File: src/rtl/can_fc_pkg.sv
package can_fc_pkg;

  typedef enum logic [1:0] {
    FC_ACTIVE  = 2'b00,
    FC_PASSIVE = 2'b01,
    FC_BUSOFF  = 2'b10
  } fc_state_e;

endpackage

File: src/rtl/can_fc_rst_sync.sv
module can_fc_rst_sync (
  input  logic clk,
  input  logic rst_n,
  output logic rst_sync_n
);

  logic [1:0] sync_q;

  always_ff @(posedge clk or negedge rst_n) begin
    if (!rst_n) begin
      sync_q <= 2'b00;
    end else begin
      sync_q <= {sync_q[0], 1'b1};
    end
  end

  assign rst_sync_n = sync_q[1];

endmodule

File: src/rtl/can_fc_err_cnt.sv
module can_fc_err_cnt #(
  parameter int W   = 8,
  parameter int INC = 1
) (
  input  logic         clk,
  input  logic         rst_n,
  input  logic         hold_i,
  input  logic         clear_i,
  input  logic         err_i,
  input  logic         ok_i,
  output logic [W-1:0] cnt_o
);

  localparam logic [W:0]   INC_X = (W+1)'(INC);
  localparam logic [W-1:0] ZERO  = '0;
  localparam logic [W-1:0] ONE   = W'(1);

  logic [W-1:0] cnt_q;
  logic [W-1:0] cnt_d;
  logic         cnt_en;
  logic [W:0]   sum;

  assign sum = {1'b0, cnt_q} + INC_X;

  always_comb begin
    cnt_en = clear_i | (~hold_i & (err_i | ok_i));
    cnt_d  = cnt_q;
    if (clear_i) begin
      cnt_d = ZERO;
    end else if (err_i) begin
      cnt_d = sum[W] ? {W{1'b1}} : sum[W-1:0];
    end else if (ok_i && (cnt_q != ZERO)) begin
      cnt_d = cnt_q - ONE;
    end
  end

  always_ff @(posedge clk or negedge rst_n) begin
    if (!rst_n) begin
      cnt_q <= ZERO;
    end else if (cnt_en) begin
      cnt_q <= cnt_d;
    end
  end

  assign cnt_o = cnt_q;

endmodule

File: src/rtl/can_fc_recovery.sv
module can_fc_recovery #(
  parameter int RUN_LEN   = 11,
  parameter int RUN_COUNT = 128
) (
  input  logic clk,
  input  logic rst_n,
  input  logic active_i,
  input  logic strobe_i,
  input  logic bus_bit_i,
  output logic done_o
);

  localparam int BIT_W = $clog2(RUN_LEN + 1);
  localparam int RUN_W = $clog2(RUN_COUNT + 1);
  localparam logic [BIT_W-1:0] LAST_BIT = BIT_W'(RUN_LEN - 1);
  localparam logic [RUN_W-1:0] LAST_RUN = RUN_W'(RUN_COUNT - 1);

  logic [BIT_W-1:0] bit_q, bit_d;
  logic [RUN_W-1:0] run_q, run_d;
  logic             run_end;
  logic             rec_en;

  assign run_end = strobe_i & bus_bit_i & (bit_q == LAST_BIT);
  assign done_o  = active_i & run_end & (run_q == LAST_RUN);

  always_comb begin
    rec_en = ~active_i | strobe_i;
    bit_d  = bit_q;
    run_d  = run_q;
    if (!active_i) begin
      bit_d = '0;
      run_d = '0;
    end else if (strobe_i) begin
      if (!bus_bit_i) begin
        bit_d = '0;
      end else if (run_end) begin
        bit_d = '0;
        run_d = done_o ? '0 : run_q + RUN_W'(1);
      end else begin
        bit_d = bit_q + BIT_W'(1);
      end
    end
  end

  always_ff @(posedge clk or negedge rst_n) begin
    if (!rst_n) begin
      bit_q <= '0;
      run_q <= '0;
    end else if (rec_en) begin
      bit_q <= bit_d;
      run_q <= run_d;
    end
  end

endmodule

File: src/rtl/can_fc_state_dec.sv
module can_fc_state_dec
  import can_fc_pkg::*;
#(
  parameter int TEC_W       = 9,
  parameter int REC_W       = 8,
  parameter int WARN_LIM    = 96,
  parameter int PASSIVE_LIM = 128,
  parameter int BUSOFF_LIM  = 256
) (
  input  logic [TEC_W-1:0] tec_i,
  input  logic [REC_W-1:0] rec_i,
  output logic [1:0]       state_o,
  output logic             warn_o,
  output logic             flag_dominant_o,
  output logic             online_o
);

  localparam logic [TEC_W-1:0] TEC_WARN = TEC_W'(WARN_LIM);
  localparam logic [TEC_W-1:0] TEC_PASS = TEC_W'(PASSIVE_LIM);
  localparam logic [TEC_W-1:0] TEC_OFF  = TEC_W'(BUSOFF_LIM);
  localparam logic [REC_W-1:0] REC_WARN = REC_W'(WARN_LIM);
  localparam logic [REC_W-1:0] REC_PASS = REC_W'(PASSIVE_LIM);

  fc_state_e st;

  always_comb begin
    if (tec_i >= TEC_OFF) begin
      st = FC_BUSOFF;
    end else if ((tec_i >= TEC_PASS) || (rec_i >= REC_PASS)) begin
      st = FC_PASSIVE;
    end else begin
      st = FC_ACTIVE;
    end
  end

  assign state_o         = st;
  assign warn_o          = (tec_i >= TEC_WARN) || (rec_i >= REC_WARN);
  assign flag_dominant_o = (st == FC_ACTIVE);
  assign online_o        = (st != FC_BUSOFF);

endmodule

File: src/rtl/can_fault_confine.sv
module can_fault_confine
  import can_fc_pkg::*;
#(
  parameter int REC_W       = 8,
  parameter int TX_ERR_INC  = 8,
  parameter int RX_ERR_INC  = 1,
  parameter int WARN_LIM    = 96,
  parameter int PASSIVE_LIM = 128,
  parameter int BUSOFF_LIM  = 256,
  parameter int RUN_LEN     = 11,
  parameter int RUN_COUNT   = 128,
  localparam int TEC_W      = $clog2(BUSOFF_LIM + TX_ERR_INC)
) (
  input  logic             clk,
  input  logic             rst_n,
  input  logic             tx_err_i,
  input  logic             tx_ok_i,
  input  logic             rx_err_i,
  input  logic             rx_ok_i,
  input  logic             bit_strobe_i,
  input  logic             bus_bit_i,
  output logic [TEC_W-1:0] tec_o,
  output logic [REC_W-1:0] rec_o,
  output logic [1:0]       state_o,
  output logic             warn_o,
  output logic             flag_dominant_o,
  output logic             online_o
);

  logic rst_int_n;
  logic bus_off;
  logic recover;

  can_fc_rst_sync u_rst (
    .clk        (clk),
    .rst_n      (rst_n),
    .rst_sync_n (rst_int_n)
  );

  assign bus_off = (state_o == FC_BUSOFF);

  can_fc_err_cnt #(.W(TEC_W), .INC(TX_ERR_INC)) u_tec (
    .clk     (clk),
    .rst_n   (rst_int_n),
    .hold_i  (bus_off),
    .clear_i (recover),
    .err_i   (tx_err_i),
    .ok_i    (tx_ok_i),
    .cnt_o   (tec_o)
  );

  can_fc_err_cnt #(.W(REC_W), .INC(RX_ERR_INC)) u_rec (
    .clk     (clk),
    .rst_n   (rst_int_n),
    .hold_i  (bus_off),
    .clear_i (recover),
    .err_i   (rx_err_i),
    .ok_i    (rx_ok_i),
    .cnt_o   (rec_o)
  );

  can_fc_recovery #(.RUN_LEN(RUN_LEN), .RUN_COUNT(RUN_COUNT)) u_recov (
    .clk       (clk),
    .rst_n     (rst_int_n),
    .active_i  (bus_off),
    .strobe_i  (bit_strobe_i),
    .bus_bit_i (bus_bit_i),
    .done_o    (recover)
  );

  can_fc_state_dec #(
    .TEC_W       (TEC_W),
    .REC_W       (REC_W),
    .WARN_LIM    (WARN_LIM),
    .PASSIVE_LIM (PASSIVE_LIM),
    .BUSOFF_LIM  (BUSOFF_LIM)
  ) u_dec (
    .tec_i           (tec_o),
    .rec_i           (rec_o),
    .state_o         (state_o),
    .warn_o          (warn_o),
    .flag_dominant_o (flag_dominant_o),
    .online_o        (online_o)
  );

endmodule

File: config.mk
export PLATFORM = sky130hd
export DESIGN_NAME = can_fault_confine
export DESIGN_NICKNAME = d
export VERILOG_FILES = /design/src/rtl/can_fc_pkg.sv /design/src/rtl/can_fc_rst_sync.sv /design/src/rtl/can_fc_err_cnt.sv /design/src/rtl/can_fc_recovery.sv /design/src/rtl/can_fc_state_dec.sv /design/src/rtl/can_fault_confine.sv
export SDC_FILE = /design/constraint.sdc
export NUM_CORES = 1
export LEC_CHECK = 0
export ABC_CLOCK_PERIOD_IN_PS = 1500
export BUFFER_PORTS_ARGS = -buffer_cell sky130_fd_sc_hd__buf_4
export CAP_MARGIN = 20
export CORE_MARGIN = 2
export CORE_UTILIZATION = 30
export CTS_BUF_LIST = sky130_fd_sc_hd__clkbuf_4
export DETAILED_ROUTE_END_ITERATION = 6
export PLACE_DENSITY = 0.55
export REMOVE_ABC_BUFFERS = 1
export SLEW_MARGIN = 30
export SYNTH_ARGS = -nofsm -noshare
export SYNTH_HDL_FRONTEND = slang
export SYNTH_SLANG_ARGS = --single-unit
File: constraint.sdc
create_clock -name clk -period 1.5 [get_ports clk]
set_clock_uncertainty 0.1 [all_clocks]
set_input_delay 0 -clock clk [delete_from_list [all_inputs] [get_ports clk]]
set_output_delay 0 -clock clk [all_outputs]
set_load 0.1 [all_outputs]
==> results.md <==
- Pin placement for this block handled 30 I/O pins.
- The fraction of the yosys area taken by sequential cells is 0.372.
- STA puts the critical path data required time at 1.61 ns.
- The antenna cell count is 0.
- The post-route DRC violation count is 0.
- The floorplan has 30 rows.
- The final net count is 367.
- The clock tree from TritonCTS is yes.
- For this run, global-route usage on met2 was measured as 0.272.
- After synthesis, the share of flip-flops with an asynchronous set or reset is 1.00.
- The dominant synthesized flop cell is dfrtp_1.
- The critical register-to-register path startpoint is u_rec.cnt_o[4].
- The number of pins with negative max-slew slack in the final report was 0.
- The total setup violations reported at the end of the flow is 23.
- Sorting the synthesized cells by area gives the leading types as dfrtp_1 37%, ha_1 5.4%, nor2_1 4.3%.
- For this configuration, the core starts out at a cell density of 0.309.
- The setup check on the worst reg-to-reg path leaves a slack of -0.53 ns.
- The via count of the first global-routing pass is 2143.
- The detailed placer's ending HPWL is 4.24 mm.
- Clock tree synthesis selected as its root buffer the cell clkbuf_4.
- The clock sink count is 31.
- For met3 alone, demand over resource in global routing was 0.0313.
- The cell family contributing the most delay on the critical path is compound AO/OA/AOI/OAI gates.
- The fraction of power consumed by sequential logic is 0.412.
- Synthesis inferred 31 register bits.
- The worst register-to-register path has a depth of 5.
- The hold violation count in the final report is 0.
- The final layout contains routed wiring with a total length of 6.02 mm.
- The static leakage is 1.56 nW.
- The post-detailed-placement cell area is 0.00287 mm².
- The number of antenna violations at the first check in global routing is 0.
- The post-detailed-route count of antenna-violating nets is 0.
- The worst supply voltage drop on vdd is 0.389 mV.
- The critical path is of the reg2reg type.
- In this run the power spent charging and discharging nets is 0.702 mW.
- The worst hold path passes through 4 cells.
- Counting I/O delays and the setup requirement, the final critical path takes 2.03 ns.
- The area growth from synthesis to layout is 63.7%.
- The worst-case setup margin in the final layout is -0.532 ns.
- The horizontal die dimension is 87.4 µm.
- The part of the cycle the worst path needs is 1.35.
- The met1 global-route usage is 0.224.
- The violation count after the first detailed-route iteration is 58.
- The routability congestion estimate is 0.808.
- The remaining global-route overflow is 0.
- Entering global routing, the biggest net connects 30 pins.
- The fmax is 0.492 GHz.
- No sink is reached through more buffers than the 2 on the longest clock path.
- The worst hold path begins at tx_err_i.
- The core box area is 0.00676 mm².
- In the global route stage, overall resource usage came out at 0.167.
- The number of buffers and inverters on the critical path is 0.
- The destination of the worst register-to-register timing path is u_rec.cnt_o[7].
- Of the total power, the share spent switching nets is 0.311.
- Clock tree synthesis inserted a total of 5 buffers.
- In this design, the stage delay of the slowest critical-path cell is 0.55 ns.
- The worst setup path is captured at a flip-flop.
- The total of buffers placed on input and output ports is 29.
- The path with the worst hold slack has its endpoint at u_tec.cnt_o[4].
- The total internal power is 1.55 mW.
- Walking the worst path, the cells encountered are or4_4, o41ai_4, a21oi_2, mux2_4, a32o_1.
- In the final routed layout, each cell accounts on average for 14.0 µm.
- The pre-antenna-repair detailed-routing pass consisted of 4 iterations.
- The portion of synthesized cell area occupied by the leading cell type is 0.372.
- The most crowded layer after global routing is met2.
- Counting flops with a built-in enable in the synthesized netlist gives 0.
- The worst hold path class is in2reg.
- The floorplan step set the die height to 87.4 µm.
- The average instance in the mapped netlist occupies 8.54 µm².
- The startpoint type of the worst setup path is a flip-flop.
- After clock tree synthesis, the clock-pin slew on the worst setup and hold paths is 0.10 ns.
- The first global-routing pass estimated 10.1 mm of wire.
- The cell with the largest stage delay on the worst path is or4_4.
- The routed via count divided by cell count is 5.10.
- The sum of negative setup slack is -5.64 ns.
- The final reports fail on setup timing.
- The synthesized netlist contains 56 unique library cells.
- The total via count after detailed routing is 2192.
- With fillers left out, the area of the finished cells amounts to 0.00341 mm².
- CTS built an H-tree with a depth of 2.
- The maximum fanout along the worst path is 2.
- The largest total area in the synthesized netlist belongs to dfrtp_1.
- The clock latency at the later pin of the worst-skew pair is 0.33 ns.
- The number of standard cells after synthesis is 244.
- The run finished, with violations left.
- The proportion of power drawn by combinational gates is 0.296.
- The number of violations of the max-capacitance limit is 0.
- Setup repair after global routing could not meet its margin everywhere.
- The share of total power dissipated in the clock network is 0.292.
- The count of yosys warnings during synthesis is 0.
- In this run the cell area of the synthesized design comes to 0.00208 mm².
- The die covers 0.00763 mm².
- In the final layout, the share of cells above drive strength 1 is 0.486.
- Power spread over the standard cell area amounts to 661 mW/mm².
- Data on the critical path arrives at its endpoint at 2.15 ns.
[area by class of cell]
class	instances	area (µm²)
clock buffers	6	45.0
well taps	80	100
inverters	17	63.8
repair buffers	116	960
fillers	646	3340
multi-input cells	179	1440
clock inverters	1	30.0
flip-flops and latches	31	776
[registers in the layout (all words and copies together) (netlist names)]
| name | cells |
|---|---|
| u_tec.cnt_o | 9 |
| u_rst.sync_q | 2 |
| u_recov.run_q | 8 |
| u_rec.cnt_o | 8 |
| u_recov.bit_q | 4 |
[layer usage]
layer	wire length, µm	vias up
li1	-	1099
met1	2850	1060
met2	2940	26
met3	152	7
met4	80	0
met5	0	-
[what timing repair did]
item | 4_1_cts | 5_1_grt
pin swaps | 29 | 16
gates resized for setup | 59 | 28
endpoints found under the setup margin | 28 | 32
setup buffers | 6 | 3
hold endpoints to repair | 9 | 0
hold buffers | 8 | 0
[cell usage in the layout (no fill, tap or decap), types with 4 or more instances in the layout]
| cell | Yosys | final |
|---|---|---|
| buf_4 | 0 | 94 |
| dfrtp_1 | 31 | 31 |
| nor2_1 | 24 | 20 |
| nand2_1 | 17 | 16 |
| inv_1 | 17 | 12 |
| nand3_1 | 13 | 12 |
| buf_6 | 1 | 11 |
| dlygate4sd3_1 | 0 | 8 |
| a21oi_1 | 12 | 7 |
| a31oi_1 | 8 | 7 |
| nand4_1 | 7 | 7 |
| a21oi_2 | 1 | 6 |
| clkbuf_4 | 0 | 6 |
| inv_2 | 0 | 5 |
| xor2_1 | 5 | 5 |
| o21ai_0 | 10 | 5 |
| xnor2_1 | 5 | 5 |
| ha_1 | 9 | 4 |
[kinds of logic (layout without fill, tap and decap cells)]
logic type      count (synthesis)  in the layout  share of synthesized area
xor+xnor                       10             10                     0.0420
compound gates                 61             61                      0.206
buf+inv                        34            140                     0.0672
mux                             4              4                     0.0222
flops                          31             31                      0.372
other cells                     1              1                    0.00180
fa+ha+maj                       9              9                     0.0540
simple gates                   94             94                      0.235
[Yosys cell counts, types with 3 or more instances]
cell type,count
a211oi_1,4
a21oi_1,12
a22oi_1,3
a31oi_1,8
and3_1,6
buf_2,3
clkbuf_1,11
dfrtp_1,31
ha_1,9
inv_1,17
nand2_1,17
nand3_1,13
nand4_1,7
nor2_1,24
nor2b_1,4
nor3_1,6
nor3b_1,3
o21ai_0,10
o31ai_1,3
xnor2_1,5
xor2_1,5
[metrics by stage]
step	worst slack, ns	hold slack (ns)	instances	utilization	power [mW]
after floorplan	-3.73	-0.396	227	-	1.24
after global placement	-0.482	-0.316	409	0.425	1.47
after detailed placement	-0.503	-0.315	409	0.425	1.48
after CTS	-0.525	0.0311	428	0.487	2.23
after global routing	-0.590	0.0778	430	0.505	2.39
final	-0.532	0.0694	430	0.505	2.25
[worst reg2reg max path, stage by stage (launching register included)]
cell	delay, ns
dfrtp_1	0.39
or4_4	0.55
o41ai_4	0.26
a21oi_2	0.12
mux2_4	0.30
a32o_1	0.20
[power by group through the flow]
stage	logic (mW)	clock network (mW)	registers, mW
finish	0.666	0.659	0.929
global route	0.722	0.734	0.937
CTS	0.606	0.702	0.925
detailed placement	0.544	0	0.935
global placement	0.536	0	0.934
floorplan	0.159	0	1.08
[how the worst max path moves through the flow]
stage                              start        endpoint  cells after the start
after floorplan           u_tec.cnt_o[8]          warn_o                      2
after global placement    u_rec.cnt_o[4]  u_rec.cnt_o[7]                      5
after detailed placement  u_rec.cnt_o[4]  u_rec.cnt_o[7]                      5
after CTS                 u_rec.cnt_o[4]  u_rec.cnt_o[7]                      5
after global routing      u_rec.cnt_o[4]  u_rec.cnt_o[7]                      5
final                     u_rec.cnt_o[4]  u_rec.cnt_o[7]                      5
Power figures use the tool's default switching activity.
